$ cat src/rtl/dbg_tap_pkg.sv
package dbg_tap_pkg;

    localparam int WORD_W = 32;
    localparam int IR_W   = 5;
    localparam int ALL_W  = 3 * WORD_W;
    localparam int FAST_W = WORD_W + 1;
    localparam int LEN_W  = $clog2(ALL_W + 1);

    typedef logic [IR_W-1:0]  ir_code_t;
    typedef logic [LEN_W-1:0] dr_len_t;

    localparam ir_code_t OP_IDCODE = 5'h01;
    localparam ir_code_t OP_IMP    = 5'h03;
    localparam ir_code_t OP_ADDR   = 5'h08;
    localparam ir_code_t OP_DATA   = 5'h09;
    localparam ir_code_t OP_CTRL   = 5'h0A;
    localparam ir_code_t OP_ALL    = 5'h0B;
    localparam ir_code_t OP_DBOOT  = 5'h0C;
    localparam ir_code_t OP_NBOOT  = 5'h0D;
    localparam ir_code_t OP_FAST   = 5'h0E;
    localparam ir_code_t IR_CAPTURE = 5'b00001;

    // control register bit positions (the probe software decodes these)
    localparam int CB_ROCC   = 31;
    localparam int CB_PSZ_LO = 29;
    localparam int CB_PERRST = 20;
    localparam int CB_PRNW   = 19;
    localparam int CB_PRACC  = 18;
    localparam int CB_PRRST  = 16;
    localparam int CB_BRK    = 12;
    localparam int CB_DM     = 3;

    typedef enum logic [3:0] {
        TS_TLR, TS_RTI,
        TS_SELDR, TS_CAPDR, TS_SHDR, TS_EX1DR, TS_PADR, TS_EX2DR, TS_UPDR,
        TS_SELIR, TS_CAPIR, TS_SHIR, TS_EX1IR, TS_PAIR, TS_EX2IR, TS_UPIR
    } tap_state_t;

    typedef enum logic [2:0] {
        SEL_BYP, SEL_ID, SEL_IMP, SEL_ADDR, SEL_DATA, SEL_CTRL, SEL_ALL, SEL_FAST
    } dr_sel_t;

    function automatic tap_state_t tap_next(tap_state_t s, logic m);
        case (s)
            TS_TLR:   return m ? TS_TLR   : TS_RTI;
            TS_RTI:   return m ? TS_SELDR : TS_RTI;
            TS_SELDR: return m ? TS_SELIR : TS_CAPDR;
            TS_CAPDR: return m ? TS_EX1DR : TS_SHDR;
            TS_SHDR:  return m ? TS_EX1DR : TS_SHDR;
            TS_EX1DR: return m ? TS_UPDR  : TS_PADR;
            TS_PADR:  return m ? TS_EX2DR : TS_PADR;
            TS_EX2DR: return m ? TS_UPDR  : TS_SHDR;
            TS_UPDR:  return m ? TS_SELDR : TS_RTI;
            TS_SELIR: return m ? TS_TLR   : TS_CAPIR;
            TS_CAPIR: return m ? TS_EX1IR : TS_SHIR;
            TS_SHIR:  return m ? TS_EX1IR : TS_SHIR;
            TS_EX1IR: return m ? TS_UPIR  : TS_PAIR;
            TS_PAIR:  return m ? TS_EX2IR : TS_PAIR;
            TS_EX2IR: return m ? TS_UPIR  : TS_SHIR;
            default:  return m ? TS_SELDR : TS_RTI;
        endcase
    endfunction

    function automatic dr_sel_t ir_to_sel(ir_code_t c);
        case (c)
            OP_IDCODE: return SEL_ID;
            OP_IMP:    return SEL_IMP;
            OP_ADDR:   return SEL_ADDR;
            OP_DATA:   return SEL_DATA;
            OP_CTRL:   return SEL_CTRL;
            OP_ALL:    return SEL_ALL;
            OP_FAST:   return SEL_FAST;
            default:   return SEL_BYP;
        endcase
    endfunction

    function automatic dr_len_t sel_len(dr_sel_t s);
        case (s)
            SEL_BYP:  return dr_len_t'(1);
            SEL_ALL:  return dr_len_t'(ALL_W);
            SEL_FAST: return dr_len_t'(FAST_W);
            default:  return dr_len_t'(WORD_W);
        endcase
    endfunction

endpackage

$ cat src/rtl/dbg_tap_fsm.sv
module dbg_tap_fsm
    import dbg_tap_pkg::*;
(
    input  logic       tck,
    input  logic       trst,
    input  logic       tms,
    output tap_state_t state
);

    always_ff @(posedge tck) begin
        if (trst) state <= TS_TLR;
        else      state <= tap_next(state, tms);
    end

endmodule

$ cat src/rtl/dbg_tap_dr.sv
module dbg_tap_dr
    import dbg_tap_pkg::*;
#(
    parameter logic [31:0] IDCODE_VAL  = 32'h1AB5_C0DF,
    parameter logic [31:0] IMPCODE_VAL = 32'h2040_4000
)(
    input  logic              tck,
    input  logic              trst,
    input  tap_state_t        state,
    input  dr_sel_t           sel,
    input  logic              tdi,
    input  logic [WORD_W-1:0] core_addr,
    input  logic [WORD_W-1:0] core_wdata,
    input  logic [WORD_W-1:0] ctrl_rd,
    input  logic              acc_pending,
    output logic              dr_out,
    output logic [WORD_W-1:0] ctrl_wr,
    output logic [WORD_W-1:0] probe_data
);

    logic [ALL_W-1:0] sr, cap, nxt;
    dr_len_t          len;

    assign len = sel_len(sel);

    always_comb begin
        cap = '0;
        case (sel)
            SEL_ID:   cap[WORD_W-1:0] = IDCODE_VAL;
            SEL_IMP:  cap[WORD_W-1:0] = IMPCODE_VAL;
            SEL_ADDR: cap[WORD_W-1:0] = core_addr;
            SEL_DATA: cap[WORD_W-1:0] = core_wdata;
            SEL_CTRL: cap[WORD_W-1:0] = ctrl_rd;
            SEL_ALL:  cap = {ctrl_rd, core_wdata, core_addr};
            SEL_FAST: cap[FAST_W-1:0] = {core_wdata, acc_pending};
            default:  cap = '0;
        endcase
    end

    // the selected length decides where TDI enters
    always_comb begin
        nxt = sr >> 1;
        nxt[len - dr_len_t'(1)] = tdi;
    end

    always_ff @(posedge tck) begin
        if (trst)                 sr <= '0;
        else if (state == TS_CAPDR) sr <= cap;
        else if (state == TS_SHDR)  sr <= nxt;
    end

    always_ff @(posedge tck) begin
        if (trst) probe_data <= '0;
        else if (state == TS_UPDR) begin
            case (sel)
                SEL_DATA: probe_data <= sr[WORD_W-1:0];
                SEL_ALL:  probe_data <= sr[2*WORD_W-1:WORD_W];
                SEL_FAST: probe_data <= sr[FAST_W-1:1];
                default:  probe_data <= probe_data;
            endcase
        end
    end

    assign dr_out  = sr[0];
    assign ctrl_wr = (sel == SEL_ALL) ? sr[ALL_W-1:2*WORD_W] : sr[WORD_W-1:0];

endmodule

$ cat src/rtl/dbg_tap_ctrl.sv
module dbg_tap_ctrl
    import dbg_tap_pkg::*;
(
    input  logic              tck,
    input  logic              trst,
    input  logic              tlr,
    input  logic              upd_ctrl,
    input  logic [WORD_W-1:0] wr_word,
    input  logic              upd_fast,
    input  logic              fast_flag,
    input  logic              core_rst_seen,
    input  logic              acc_pending,
    input  logic              acc_write,
    input  logic [1:0]        acc_size,
    input  logic              core_in_debug,
    output logic [WORD_W-1:0] rd_word,
    output logic              acc_done,
    output logic              proc_rst_req,
    output logic              periph_rst_req,
    output logic              dbg_brk_req,
    output logic              rocc
);

    logic wr_unused;
    assign wr_unused = ^wr_word;

    always_ff @(posedge tck) begin
        if (trst) begin
            rocc           <= 1'b0;
            proc_rst_req   <= 1'b0;
            periph_rst_req <= 1'b0;
            dbg_brk_req    <= 1'b0;
            acc_done       <= 1'b0;
        end else begin
            // a written 0 completes, a written 1 leaves the access pending
            acc_done <= acc_pending &&
                        ((upd_ctrl && !wr_word[CB_PRACC]) || (upd_fast && !fast_flag));
            if (core_rst_seen)                      rocc <= 1'b1;
            else if (upd_ctrl && !wr_word[CB_ROCC]) rocc <= 1'b0;
            if (tlr) begin
                proc_rst_req   <= 1'b0;
                periph_rst_req <= 1'b0;
                dbg_brk_req    <= 1'b0;
            end else begin
                if (upd_ctrl) begin
                    proc_rst_req   <= wr_word[CB_PRRST];
                    periph_rst_req <= wr_word[CB_PERRST];
                end
                if (upd_ctrl && wr_word[CB_BRK]) dbg_brk_req <= 1'b1;
                else if (core_in_debug)          dbg_brk_req <= 1'b0;
            end
        end
    end

    always_comb begin
        rd_word                         = '0;
        rd_word[CB_ROCC]                = rocc;
        rd_word[CB_PSZ_LO+1:CB_PSZ_LO]  = acc_size;
        rd_word[CB_PERRST]              = periph_rst_req;
        rd_word[CB_PRNW]                = acc_write;
        rd_word[CB_PRACC]               = acc_pending;
        rd_word[CB_PRRST]               = proc_rst_req;
        rd_word[CB_BRK]                 = dbg_brk_req;
        rd_word[CB_DM]                  = core_in_debug;
    end

endmodule

$ cat src/rtl/dbg_tap_top.sv
module dbg_tap_top
    import dbg_tap_pkg::*;
#(
    parameter logic [31:0] IDCODE_VAL  = 32'h1AB5_C0DF,
    parameter logic [31:0] IMPCODE_VAL = 32'h2040_4000
)(
    input  logic        tck,
    input  logic        trst,
    input  logic        tms,
    input  logic        tdi,
    output logic        tdo,
    input  logic        core_rst_seen,
    input  logic        acc_pending,
    input  logic        acc_write,
    input  logic [1:0]  acc_size,
    input  logic        core_in_debug,
    input  logic [31:0] core_addr,
    input  logic [31:0] core_wdata,
    output logic [31:0] probe_data,
    output logic        acc_done,
    output logic        proc_rst_req,
    output logic        periph_rst_req,
    output logic        dbg_brk_req,
    output logic        boot_debug
);

    tap_state_t        tap_state;
    ir_code_t          ir_sr, ir_q;
    dr_sel_t           sel;
    logic              dr_out, rocc_q, upd_dr;
    logic [WORD_W-1:0] ctrl_rd, ctrl_wr;

    dbg_tap_fsm u_fsm (
        .tck(tck), .trst(trst), .tms(tms), .state(tap_state)
    );

    always_ff @(posedge tck) begin
        if (trst)                   ir_sr <= '0;
        else if (tap_state == TS_CAPIR) ir_sr <= IR_CAPTURE;
        else if (tap_state == TS_SHIR)  ir_sr <= {tdi, ir_sr[IR_W-1:1]};
    end

    always_ff @(posedge tck) begin
        if (trst || tap_state == TS_TLR) ir_q <= OP_IDCODE;
        else if (tap_state == TS_UPIR)   ir_q <= ir_sr;
    end

    always_ff @(posedge tck) begin
        if (trst) boot_debug <= 1'b0;
        else if (tap_state == TS_UPIR) begin
            if (ir_sr == OP_DBOOT)      boot_debug <= 1'b1;
            else if (ir_sr == OP_NBOOT) boot_debug <= 1'b0;
        end
    end

    assign sel    = ir_to_sel(ir_q);
    assign upd_dr = (tap_state == TS_UPDR);

    dbg_tap_dr #(.IDCODE_VAL(IDCODE_VAL), .IMPCODE_VAL(IMPCODE_VAL)) u_dr (
        .tck(tck), .trst(trst), .state(tap_state), .sel(sel), .tdi(tdi),
        .core_addr(core_addr), .core_wdata(core_wdata), .ctrl_rd(ctrl_rd),
        .acc_pending(acc_pending), .dr_out(dr_out), .ctrl_wr(ctrl_wr),
        .probe_data(probe_data)
    );

    dbg_tap_ctrl u_ctrl (
        .tck(tck), .trst(trst), .tlr(tap_state == TS_TLR),
        .upd_ctrl(upd_dr && (sel == SEL_CTRL || sel == SEL_ALL)),
        .wr_word(ctrl_wr),
        .upd_fast(upd_dr && sel == SEL_FAST), .fast_flag(dr_out),
        .core_rst_seen(core_rst_seen), .acc_pending(acc_pending),
        .acc_write(acc_write), .acc_size(acc_size), .core_in_debug(core_in_debug),
        .rd_word(ctrl_rd), .acc_done(acc_done), .proc_rst_req(proc_rst_req),
        .periph_rst_req(periph_rst_req), .dbg_brk_req(dbg_brk_req), .rocc(rocc_q)
    );

    always_comb begin
        case (tap_state)
            TS_SHIR: tdo = ir_sr[0];
            TS_SHDR: tdo = dr_out;
            default: tdo = 1'b0;
        endcase
    end

endmodule

$ cat config.mk
export PLATFORM = sky130hd
export DESIGN_NAME = dbg_tap_top
export DESIGN_NICKNAME = d
export VERILOG_FILES = /design/src/rtl/dbg_tap_pkg.sv /design/src/rtl/dbg_tap_fsm.sv /design/src/rtl/dbg_tap_dr.sv /design/src/rtl/dbg_tap_ctrl.sv /design/src/rtl/dbg_tap_top.sv
export SDC_FILE = /design/constraint.sdc
export NUM_CORES = 1
export LEC_CHECK = 0
export ABC_CLOCK_PERIOD_IN_PS = 2400
export BUFFER_PORTS_ARGS = -buffer_cell sky130_fd_sc_hd__buf_2
export CAP_MARGIN = 15
export CORE_MARGIN = 2
export CORE_UTILIZATION = 35
export CTS_CLUSTER_DIAMETER = 100
export DETAILED_ROUTE_END_ITERATION = 12
export MAX_ROUTING_LAYER = met4
export SLEW_MARGIN = 20
export SYNTH_ARGS = -nofsm -noshare
export SYNTH_HDL_FRONTEND = slang
export SYNTH_SLANG_ARGS = --single-unit
$ cat constraint.sdc
create_clock -name tck -period 2.4 [get_ports tck]
set_input_delay 0.12 -clock tck [delete_from_list [all_inputs] [get_ports tck]]
set_output_delay 0.12 -clock tck [all_outputs]
set_load 0.01 [all_outputs]
[After elaboration in Yosys (flattened, before gate mapping)]
Cells that the tools add are included.
Word-level totals
  output and inout port bits: 38
  flip-flop bits (word level): 148
  input bits: 74
Cells by class
  reduce and logical (&&, ||, !) cells: 29
  $lt $le $gt $ge: 2
  muxes and demuxes: 34
  add/subtract/negate cells: 1
  eq/ne operators: 30
Operators by type and width (number)
  96-bit two-way mux: 2
  32-bit case mux with 6 select lines: 1
  96-bit bitwise mux: 1
  32-bit case mux with 3 select lines: 1
  63-bit two-way mux: 1
  4-bit case mux with 11 select lines: 1
  5-bit by 4-bit == test with 1-bit output, second input constant: 7
  4-bit == test, second input constant: 8
  32-bit two-way mux: 1
  3-bit case mux with 7 select lines: 1
  7-bit case mux with 3 select lines: 1
  4-bit by 3-bit == test with 1-bit output, second input constant: 4
  4-bit two-way mux: 4
  3-bit == test, second input constant: 4
  1-bit two-way mux: 12
  2-bit nonzero test: 5
  2-bit OR reduction: 5
  4-bit by 2-bit == test with 1-bit output, second input constant: 2
  1-bit logical AND: 8
  7-bit by 8-bit < comparator with 1-bit output, second input constant: 1
  1-bit demux with 7-bit select: 1
  7-bit by 1-bit >= comparator with 1-bit output, second input constant: 1
  7-bit by 1-bit subtractor with 7-bit output, second input constant: 1
  3-bit by 2-bit == test with 1-bit output, second input constant: 2
  other kinds (12): 21

[Longest topological paths before layout]
  depth in word-level cells: 12
  depth in mapped cells: 9
  gate-level depth less buffers: 7

[Hierarchy]
From an unflattened synthesis, not the netlist that was laid out.
Second synthesis, totals
  cells, all modules: 1054
  area total of the unflattened synthesis: 8993.6 µm²
By module, submodules not included
  dbg_tap_dr: area each 7657.3 µm², cells each 897, seq. area each 2562.5 µm², instances 1
  dbg_tap_top: area each 603.1 µm², cells each 68, seq. area each 220.2 µm², instances 1
  dbg_tap_ctrl: area each 441.7 µm², cells each 52, seq. area each 100.1 µm², instances 1
  dbg_tap_fsm: area each 291.5 µm², cells each 37, seq. area each 80.1 µm², instances 1

[Worst setup path after synthesis]
No wires, ideal clock.
  path type: register -> register
  start: register ir_q[4]
  end: register u_dr.sr[64]
  setup time: 0.128 ns
  setup slack: 0.336 ns
  stages on the path, launching flop included: 10
  arrival time: 1.937 ns
  cells stage by stage: dfxtp_1 clkbuf_1 or2_1 buf_2 nor2_1 ha_1 o211ai_1 mux2_2 a22oi_1 nor2_1
On the way
  longest elaborated chain between the ends: 12
Ends and longest elaborated chain
  start: declaration: RTL line dbg_tap_top.sv:28  | ir_code_t ir_sr, ir_q;
  start signal: assignment: RTL line dbg_tap_top.sv:45  | else if (tap_state == TS_UPIR) ir_q <= ir_sr;
  5-bit by 4-bit == test with 1-bit output, or another cell as far along: RTL line dbg_tap_pkg.sv:65  | case (c)
  3-bit case mux with 7 select lines *: RTL line dbg_tap_pkg.sv:65
  3-bit == test or 3-bit logical NOT (tied branches): RTL line dbg_tap_pkg.sv:78  | case (s)
  7-bit case mux with 3 select lines *: RTL line dbg_tap_pkg.sv:78
  7-bit by 1-bit subtractor with 7-bit output *: RTL line dbg_tap_dr.sv:43  | nxt[len - dr_len_t'(1)] = tdi;
  7-bit by 8-bit < comparator with 1-bit output (not written as such) or 7-bit by 1-bit >= comparator with 1-bit output (tied branches): RTL line dbg_tap_dr.sv:43
  1-bit logical AND (not written as such): RTL line dbg_tap_dr.sv:43
  1-bit two-way mux (not written as such): RTL line dbg_tap_dr.sv:43
  1-bit demux with 7-bit select *
  96-bit bitwise mux *: RTL line dbg_tap_dr.sv:43
  96-bit two-way mux *: RTL line dbg_tap_dr.sv:49  | else if (state == TS_SHDR) sr <= nxt;
  96-bit two-way mux *: RTL line dbg_tap_dr.sv:48  | else if (state == TS_CAPDR) sr <= cap;
  end signal: assignment: RTL line dbg_tap_dr.sv:48
  end signal: assignment: RTL line dbg_tap_dr.sv:49
  end: declaration: RTL line dbg_tap_dr.sv:21  | logic [ALL_W-1:0] sr, cap, nxt;
Every way passes the cells marked *; elsewhere a longest branch is shown, timed or not. The select of a mux whose other input is x is not followed.
A chain may end at the register's enable or synchronous reset.

[Final worst setup path]
  start: register u_fsm.state[2]
  end: output tdo
On the way
  longest elaborated chain between the ends: 2
Ends and longest elaborated chain
  start: declaration: RTL line dbg_tap_fsm.sv:7  | output tap_state_t state
  start signal: assignment: RTL line dbg_tap_fsm.sv:12  | else state <= tap_next(state, tms);
  4-bit by 3-bit == test with 1-bit output or 4-bit == test (tied branches): RTL line dbg_tap_top.sv:78  | case (tap_state)
  1-bit case mux with 2 select lines *: RTL line dbg_tap_top.sv:78
  end: declaration: RTL line dbg_tap_top.sv:11  | output logic tdo,
Every way passes the cells marked *; elsewhere a longest branch is shown, timed or not.

==> reports/metrics.csv <==
metric,value,unit
fp-row-count,54,
worst_slew_pin_slew,0.782,ns
multi_input_area,4350,sq um
crit_path_end_kind,output port,
syn_area,7770,sq um
grt.overflow.total,0,
cts-root-buf,clkbuf_16,
leakagePower,3.37,nW
synth.largest_area_cell,dfxtp_1,
critical_path_class,reg2out,
grt_max_degree,79,
synth-edff-count,0,
yosysWarnings,0,
area.growth.synth_to_final,23.3,%
coreArea,21800,sq um
yosysSeqAreaShare,0.381,
cts_setup_buffers,0,
clkTransAtPathRegs,0.06,ns
setup_viol,0,
place_congestion,0.924,
finalMaxSlewViolations,0,
grt_pass1_vias,7568,
die_w,153,microns
synthArstFlopShare,0,
grt_pass1_wl,42.2,mm
synth_top_area_frac,0.381,
rsz0062_at_grt,no,
yosys-top-cells-area,"dfxtp_1 (38%), a21oi_1 (11%), nand2_1 (10%)",
start_kind,flop,
portBuffers,111,
worst_clock_skew,0.00659,ns
layout_commonest_cell,nand2_1,
layout_setup_ws,0.227,ns
finalCriticalPeriod,2.17,ns
wl_per_cell,18.3,microns
layout-drive-gt1-share,0.196,
grt.total_usage,0.231,
syn-num-nets,1117,
clock-sinks,148,
finalSetupTns,0,ns
placedCellCount,1384,
htreeDepth,4,
arrival,2.05,ns
min_path_type,in2reg,
ant_nets,0,
critPathMaxFanout,40,
final.period_utilization,0.905,
pre_cts_ws,0.188,ns
drc,0,
routed_wl,26.5,mm
fill_cells,2275,
cts_buffers,17,
synth_area_per_cell,7.46,sq um
clk_latency,0.43,ns
initial_core_util,0.356,
maxCapViolations,0,
p_per_area,602,nW/um^2
regArea,2970,sq um
io_pins,112,
mostFrequentLayoutCells,"nand2_1 (212), a21oi_1 (172), dfxtp_1 (146)",
synth.distinct_cells,65,
final_nets,1231,
dr.pass1.iters,5,
max-vdd-ir-drop,0.000393,V
synth_ff_type,dfxtp_1,
cts_tree,built,
synth_cells,1042,
reg2reg_slack,0.23,ns
timing.fmax,460,MHz
num_vias,8262,
fp.dieH,153,microns
dieArea,23400,sq um
avgViaCountPerCell,5.70,
hold_viol,0,
antenna_found_initial,0,
cp.required,2.28,ns
clockBufferDepth,2,
drt_iter0_markers,788,
dpl.hpwl,18.0,mm
instances_no_fill,1449,
slew_headroom,0.477,
status,finished clean,
diodes,0,
ys_ff_latch,148,
-- cell usage after synthesis, types with 6 or more instances --
library cell / n
a211o_1: 6
a211oi_2: 9
a21oi_1: 173
a22oi_1: 29
a31oi_1: 15
buf_2: 34
buf_4: 6
clkbuf_1: 50
dfxtp_1: 148
inv_1: 8
mux2i_1: 12
nand2_1: 212
nand2b_1: 8
nand3_1: 23
nor2_1: 97
o211ai_1: 33
o21a_1: 13
o21ai_0: 26
o22ai_1: 44
-- final timing paths --
kind                                          from                               end  cells past startpoint
hold reg to reg   u_dr.probe_data[31]$_SDFFE_PP0P_  u_dr.probe_data[31]$_SDFFE_PP0P_                      2
hold / removal                                trst         u_fsm.state[1]$_SDFF_PP0_                      2
setup reg to reg              ir_q[1]$_SDFFE_PP0P_          u_dr.sr[16]$_SDFFE_PP0N_                      6
setup / recovery         u_fsm.state[2]$_SDFF_PP0_                               tdo                      4
-- sequential cells by signal, summed over array words and instances (netlist names) --
name	count
u_ctrl.periph_rst_req	1
u_ctrl.dbg_brk_req	1
ir_sr	5
u_ctrl.acc_done	1
u_dr.sr	96
boot_debug	1
ir_q	5
u_fsm.state	4
u_ctrl.rocc	1
u_ctrl.proc_rst_req	1
u_dr.probe_data	32
-- through the flow --
step / area [sq um] / hold WS, ns / util / power [W]
after global routing: 9580 / 0.0300 / 0.439 / 0.00596
after CTS: 9570 / 0.00740 / 0.439 / 0.00580
after global placement: 8640 / 0.392 / 0.396 / 0.00302
after floorplan: 7770 / 0.260 / - / 0.00282
after detailed placement: 8640 / 0.403 / 0.396 / 0.00302
final: 9580 / 0.0200 / 0.439 / 0.00577
-- what timing repair did --
item                       in CTS  in global routing
hold endpoints to repair       33                  0
setup endpoints to repair       0                  5
gates resized for setup         0                  4
hold buffers                   33                  0
-- layer usage --
| metal | vias to the layer above | part of all wire | wire [microns] | GRT usage |
|---|---|---|---|---|
| met3 | 42 | 0.067 | 1780 | 0.0366 |
| met5 | - | 0 | 0 | - |
| met4 | 0 | 0.023 | 602 | 0.0745 |
| met1 | 3927 | 0.45 | 12000 | 0.312 |
| li1 | 3956 | - | - | - |
| met2 | 337 | 0.46 | 12100 | 0.354 |
-- where the power goes --
group          switching (W)  leakage (nW)  internal (W)
clock network        0.00109         0.289       0.00166
registers          0.0000677          1.20       0.00250
logic               0.000275          1.89      0.000183
total                0.00143          3.37       0.00434
-- cell type report --
cell class,count,area share
clock buffers,19,0.0462
clock inverters,13,0.0166
inverters,8,0.00313
multi-input cells,787,0.454
flip-flops and latches,148,0.309
well taps,280,0.0366
repair buffers,194,0.134
-- logic make-up (layout without fill, tap and decap cells) --
family	count (synthesis)	count (layout)	synth area share
xor+xnor	1	1	0.00113
simple gates	375	375	0.209
flops	148	148	0.381
buf+inv	107	234	0.0639
mux	16	16	0.0213
compound gates	394	394	0.322
fa+ha+maj	1	1	0.00161
-- critical path, cell delays in order (launching register included) --
cell and delay [ns]:
dfxtp_1 0.57, nor4b_4 0.42, buf_12 0.27, a32o_1 0.21, buf_2 0.15
Power figures use the tool's default switching activity.
